===== src/rtl/cart_bank_ctrl.sv =====
module cart_bank_ctrl #(
  parameter int ROM_BANKS = 128
) (
  input  logic        clk,
  input  logic        rst_n,
  input  logic        wr_en,
  input  logic [15:0] addr,
  input  logic [7:0]  wr_data,
  input  logic [7:0]  ram_rdata,
  output logic [6:0]  rom_bank,
  output logic [1:0]  ram_bank,
  output logic        ram_enable,
  output logic [14:0] ram_addr,
  output logic        ram_cs,
  output logic [7:0]  cpu_rdata
);

  localparam logic [6:0] ROM_MASK  = 7'(ROM_BANKS - 1);
  localparam logic [2:0] RAM_WIN   = 3'b101;
  localparam logic [1:0] SEL_EN    = 2'd0;
  localparam logic [1:0] SEL_LOW   = 2'd1;
  localparam logic [1:0] SEL_SEC   = 2'd2;
  localparam logic [1:0] SEL_MODE  = 2'd3;

  logic [4:0] low_q;
  logic [1:0] high_q;
  logic [1:0] rbank_q;
  logic       mode_q;
  logic       en_q;

  logic       cmd;
  logic [1:0] sel;
  logic       in_win;

  assign cmd    = wr_en && !addr[15];
  assign sel    = addr[14:13];
  assign in_win = (addr[15:13] == RAM_WIN);

  always_ff @(posedge clk or negedge rst_n) begin
    if (!rst_n) begin
      low_q   <= 5'd1;
      high_q  <= 2'd0;
      rbank_q <= 2'd0;
      mode_q  <= 1'b0;
      en_q    <= 1'b0;
    end else if (cmd) begin
      case (sel)
        SEL_EN: begin
          if (wr_data == 8'h0A)      en_q <= 1'b1;
          else if (wr_data == 8'h00) en_q <= 1'b0;
        end
        SEL_LOW:  low_q <= (wr_data[4:0] == 5'd0) ? 5'd1 : wr_data[4:0];
        SEL_SEC: begin
          if (mode_q) rbank_q <= wr_data[1:0];
          else        high_q  <= wr_data[1:0];
        end
        SEL_MODE: begin
          mode_q <= wr_data[0];
          if (wr_data[0]) high_q  <= 2'd0;
          else            rbank_q <= 2'd0;
        end
        default: ;
      endcase
    end
  end

  assign rom_bank   = {high_q, low_q} & ROM_MASK;
  assign ram_bank   = rbank_q;
  assign ram_enable = en_q;
  assign ram_addr   = {rbank_q, addr[12:0]};
  assign ram_cs     = in_win && en_q;
  assign cpu_rdata  = ram_cs ? ram_rdata : 8'hFF;

  a_r1_reset_bank: assert property (@(posedge clk) $rose(rst_n) |-> (rom_bank == (7'd1 & ROM_MASK)) && ram_bank == 2'd0 && !ram_enable);

  a_r2_open: assert property (@(posedge clk) disable iff (!rst_n)
    (wr_en && addr[15:13] == 3'b000 && wr_data == 8'h0A) |=> ram_enable);

  a_r2_hold: assert property (@(posedge clk) disable iff (!rst_n)
    (wr_en && addr[15:13] == 3'b000 && wr_data != 8'h0A && wr_data != 8'h00) |=> $stable(ram_enable));

  a_r3_low_nonzero: assert property (@(posedge clk) disable iff (!rst_n)
    (wr_en && addr[15:13] == 3'b001) |=> (rom_bank[4:0] != 5'd0) || (ROM_MASK[4:0] != 5'h1F));

  a_r4_ram_sel: assert property (@(posedge clk) disable iff (!rst_n)
    (wr_en && addr[15:13] == 3'b010 && mode_q) |=> ram_bank == $past(wr_data[1:0]));

  a_r5_mode1_clear: assert property (@(posedge clk) disable iff (!rst_n)
    (wr_en && addr[15:13] == 3'b011 && wr_data[0]) |=> rom_bank[6:5] == 2'd0);

  a_r5_mode0_clear: assert property (@(posedge clk) disable iff (!rst_n)
    (wr_en && addr[15:13] == 3'b011 && !wr_data[0]) |=> ram_bank == 2'd0);

  a_r6_in_range: assert property (@(posedge clk) disable iff (!rst_n)
    32'(rom_bank) < ROM_BANKS);

  a_r7_closed_ff: assert property (@(posedge clk) disable iff (!rst_n)
    !ram_enable |-> cpu_rdata == 8'hFF);

  a_r9_ignored: assert property (@(posedge clk) disable iff (!rst_n)
    (wr_en && addr[15]) |=> $stable(rom_bank) && $stable(ram_bank) && $stable(ram_enable));

endmodule


===== config.mk =====
export PLATFORM = sky130hd
export DESIGN_NAME = cart_bank_ctrl
export DESIGN_NICKNAME = d
export VERILOG_FILES = /design/src/rtl/cart_bank_ctrl.sv
export SDC_FILE = /design/constraint.sdc
export NUM_CORES = 1
export LEC_CHECK = 0
export ABC_AREA = 1
export CORE_ASPECT_RATIO = 0.6
export CORE_MARGIN = 8
export CORE_UTILIZATION = 30
export DETAILED_ROUTE_END_ITERATION = 12
export PLACE_DENSITY_LB_ADDON = 0.2
export SLEW_MARGIN = 20
export SYNTH_ARGS = -nofsm -noshare
export SYNTH_HDL_FRONTEND = slang
export SYNTH_SLANG_ARGS = --single-unit

===== constraint.sdc =====
create_clock -name clk -period 2.27 [get_ports clk]
set_clock_uncertainty 0.05 [all_clocks]
set_input_delay 0.454 -clock clk [delete_from_list [all_inputs] [get_ports clk]]
set_output_delay 0.454 -clock clk [all_outputs]
set_load 0.03 [all_outputs]

After elaboration in Yosys (flattened, before gate mapping)
Index checks and enable logic that the tools add are counted.
{"block": "classes", "n_reduce_logical": 13, "n_mux": 10, "eq_ne": 9}
{"op": "$eq 8x4->1 const B", "n": 1}
{"op": "$logic_not 8->1", "n": 1}
{"op": "$mux 2", "n": 4}
{"op": "$mux 8", "n": 1}
{"op": "$ne 2x2->1 const B", "n": 4}
{"op": "$pmux 2 s2", "n": 2}
{"op": "$reduce_and 4->1", "n": 2}
{"op": "$logic_not 5->1", "n": 1}
{"op": "$mux 5", "n": 1}
{"op": "$eq 2x2->1 const B", "n": 2}
{"op": "$reduce_and 2->1", "n": 2}
{"op": "$reduce_bool 2->1", "n": 2}
{"op": "$eq 3x3->1 const B", "n": 1}
{"op": "$reduce_and 3->1", "n": 1}
{"op": "$eq 2x1->1 const B", "n": 1}
{"op": "$logic_and 1x1->1", "n": 2}
{"op": "$logic_not 2->1", "n": 1}
{"op": "$mux 1", "n": 2}
{"op": "$logic_not 1->1", "n": 1}
{"block": "word_totals", "out_inout_bits": 34, "wordCells": 37, "in_bits": 35, "regBits": 11}

Longest topological paths before layout
{"block": "depth", "depth_word": 3, "depth_mapped": 6, "ltp_nobuf": 6}

Worst setup path before layout
OpenSTA, ideal clock, no wires.
{"block": "synth_path", "path_kind": "reg-to-output", "from": "register en_q, in the netlist ram_enable", "to": "output port cpu_rdata[0]", "slack_ns": 0.380, "stages_incl_launch_ff": 4, "required_ns": 1.766, "arrival_ns": 1.386, "cell_sequence": "dfrtp_1 nand2_1 nor2_2 nand2_1"}
{"block": "synth_between", "elab_chain_len": 2}
{"item": "start, declared", "line": "29", "source": "logic en_q;"}
{"item": "start signal, assigned", "line": "45", "source": "en_q <= 1'b0;"}
{"item": "start signal, assigned", "line": "49", "source": "if (wr_data == 8'h0A) en_q <= 1'b1;"}
{"item": "start signal, assigned", "line": "50", "source": "else if (wr_data == 8'h00) en_q <= 1'b0;"}
{"item": "$logic_and 1x1->1", "line": "71", "source": "assign ram_cs = in_win && en_q;"}
{"item": "named net ram_cs", "line": "14", "source": "output logic ram_cs,"}
{"item": "$mux 8", "line": "72", "source": "assign cpu_rdata = ram_cs ? ram_rdata : 8'hFF;"}
{"item": "end, declared", "line": "15", "source": "output logic [7:0] cpu_rdata"}
The timed path passes the listed nets, and every way through them passes these cells.

Worst setup path in the final report
{"block": "layout_path", "from": "input port addr[15]", "to": "output port cpu_rdata[7]"}
{"block": "layout_between", "elab_chain_len": 3}
{"item": "start, declared", "line": "7", "source": "input logic [15:0] addr,"}
{"item": "$eq 3x3->1", "line": "37", "source": "assign in_win = (addr[15:13] == RAM_WIN);"}
{"item": "$logic_and 1x1->1", "line": "71"}
{"item": "$mux 8", "line": "72"}
Every way passes these cells.

==> flow_metrics.env <==
export IMPL_drv_slew=0
export IMPL_synth_area_um2=747
export IMPL_grt_max_degree=12
export IMPL_endpoint_kind="primary output"
export IMPL_ys_warn_count=0
export IMPL_yosysSeqAreaShare=0.370
export IMPL_worst_path_max_fanout=9
export IMPL_critPathKind="primary input to primary output"
export IMPL_max_freq_mhz=463
export IMPL_fp_row_count=14
export IMPL_fin_crit_sh=0.952
export IMPL_cts_inserted_buffers=3
export IMPL_dpl_cell_area_mm2=0.00112
export IMPL_post_cts_setup_buffer_count=0
export IMPL_fin_nets=183
export IMPL_total_power_w=0.000717
export IMPL_drt_pass1_iter_count=3
export IMPL_gp_congestion=0.742
export IMPL_utilization=0.478
export IMPL_numPortBuffers=42
export IMPL_remaining_drc_errors=0
export IMPL_fin_area_mm2=0.00116
export IMPL_antenna_left=0
export IMPL_rsz0062_at_grt="no"
export IMPL_top_usage_layer="met2"
export IMPL_synth_simple_area_share=0.300
export IMPL_grt_pass1_vias=720
export IMPL_core_area_mm2=0.00243
export IMPL_dp_cells=175
export IMPL_status="complete, no violations"
export IMPL_synthesis_nets=147
export IMPL_synth_top_cell_area_share=0.335
export IMPL_ir_drop_mv=0.408
export IMPL_power_density_mw_per_mm2=617
export IMPL_ys_ff_latch=11
export IMPL_clock_sinks=11
export IMPL_syn_to_final_growth_pct=55.8
export IMPL_muxShareOfSynthArea=0
export IMPL_cp_required_ns=1.77
export IMPL_root_buffer="clkbuf_8"
export IMPL_p_leak_nw=0.568
export IMPL_n_antenna_cell=0
export IMPL_die_area_mm2=0.00439
export IMPL_holdCritPathClass="flip-flop to flip-flop"
export IMPL_hold_viol_final=0
export IMPL_num_io_pins=69
export IMPL_synth_compound_area_frac=0.0637
export IMPL_synth_top_family_by_area="simple AND/OR/NAND/NOR gates"
export IMPL_grtUsageTotal=0.0972
export IMPL_drv_cap=0
export IMPL_min_period_ns=2.16
export IMPL_start_kind="primary input"
export IMPL_cts_htree_levels=1
export IMPL_use_met3=0.0623
export IMPL_dp_hpwl_mm=1.70
export IMPL_via_count=725
export IMPL_grt_pass1_wl_mm=3.20
export IMPL_use_met1=0.105
export IMPL_slew_headroom=0.654
export IMPL_worstPathArrival_ns=1.66
export IMPL_wl_mm=2.00
export IMPL_clk_latency_ns=0.24
export IMPL_worst_pin_slew_ns=0.517
export IMPL_setup_violations=0
export IMPL_drive_gt1_frac=0.102
export IMPL_cts_hold_buf=0
export IMPL_antenna_found_initial=0
export IMPL_synthCells=112
export IMPL_synth_xor_area_frac=0
export IMPL_via_per_inst=4.05
export IMPL_fp_dieH_um=54.7
export IMPL_post_synth_top_area_cell="dfrtp_1"
export IMPL_fin_cells=179
export IMPL_fp_dieW_um=80.4
export IMPL_wire_per_inst_um=11.2
export IMPL_initial_core_util=0.307
export IMPL_synthTopCellsByArea="dfrtp_1 (34%), nand2_1 (19%), buf_4 (15%), inv_1 (11%), nor2_1 (4.0%)"
export IMPL_use_met2=0.143
export IMPL_initialDrtViolationCount=15
export IMPL_n_fill_cell=253
export IMPL_clk_pin_slew_ns=0.05
export IMPL_ys_types=15
export IMPL_clk_path_buf_depth=2
export IMPL_synth_adder_area_share=0
export IMPL_grt_overflow=0
export IMPL_cts_tree="done"
export IMPL_avgSynthCellArea_um2=6.67
-- layout make-up --
cell class,instances,area (µm²),share of cell area
inverters,23,86.3,0.0742
repair buffers,46,439,0.377
multi-input cells,63,277,0.238
clock buffers,4,45.0,0.0387
well taps,32,40.0,0.0344
flip-flops and latches,11,277,0.238
-- power breakdown --
group          internal (W)  total [W]  switching (W)  leakage [nW]
Combinational      0.000122   0.000268       0.000146         0.407
Sequential         0.000234   0.000252      0.0000178         0.138
Clock              0.000123   0.000197      0.0000739        0.0228
Total              0.000480   0.000717       0.000237         0.568
-- registers in the layout, summed over array words and instances (netlist names) --
| signal | flops |
|---|---|
| ram_bank | 2 |
| mode_q | 1 |
| ram_enable | 1 |
| high_q | 2 |
| low_q | 5 |
-- what timing repair did --
action / in CTS / in global routing
hold endpoints to repair: 0 / 0
resized for setup: 8 / 2
endpoints found under the setup margin: 8 / 8
cloned: 0 / 0
-- cell usage in the layout (no fill, tap or decap) --
cell type	count
nand2_1	37
clkdlybuf4s50_1	33
inv_1	22
dfrtp_1	10
nor2_1	8
dlygate4sd2_1	7
nand3_1	5
buf_4	5
o21ai_1	3
o21ai_0	3
clkbuf_8	3
o21ai_2	2
nand2_2	1
nor2_4	1
nor2_2	1
inv_2	1
nand4_1	1
nor3_1	1
clkbuf_1	1
dfstp_2	1
clkdlybuf4s15_1	1
-- stage by stage --
stage	hold slack [ns]	TNS, ns	setup slack [ns]
finish	0.418	0	0.109
global route	0.462	0	0.000301
CTS	0.421	0	0.0147
detailed placement	0.412	-1.75	-0.234
global placement	0.409	-1.52	-0.211
floorplan	0.108	0	0.380
-- critical path, cell delays in order --
cell and delay, ns:
clkdlybuf4s50_1 0.47, nand2_1 0.09, nor2_4 0.21, nand2_1 0.07, dlygate4sd2_1 0.37
-- per-layer routing --
layer	vias up	part of all wire
met1	304	0.44
met3	7	0.11
met2	26	0.43
met4	0	0.020
met5	-	0
li1	388	-
-- final timing paths --
path / from / endpoint / slack (ns) / depth (start not counted)
max: addr[15] / cpu_rdata[7] / 0.11 / 5
min: low_q[0]$_DFFE_PN1P_ / low_q[0]$_DFFE_PN1P_ / 0.42 / 2
max reg2reg: mode_q$_DFFE_PN0P_ / ram_bank[1]$_DFFE_PN0P_ / 1.29 / 5
min reg2reg: low_q[0]$_DFFE_PN1P_ / low_q[0]$_DFFE_PN1P_ / 0.42 / 2
max in group asynchronous: rst_n / low_q[0]$_DFFE_PN1P_ / 1.30 / 1
min in group asynchronous: rst_n / ram_bank[1]$_DFFE_PN0P_ / 0.51 / 1
-- cells by family after synthesis --
family,Yosys count
and+or+nand+nor,55
buffers and inverters,38
AOI/OAI and AO/OA,8
DFF,11
-- cell usage after synthesis --
master   count
nand2_1     37
o21ai_1      3
o21ai_2      2
nor2_2       2
nor3_1       1
buf_4       15
nand2_2      1
inv_2        1
nand3_1      5
dfstp_2      1
nand4_1      1
o21ai_0      3
dfrtp_1     10
inv_1       22
nor2_1       8
Power figures use the tool's default switching activity.
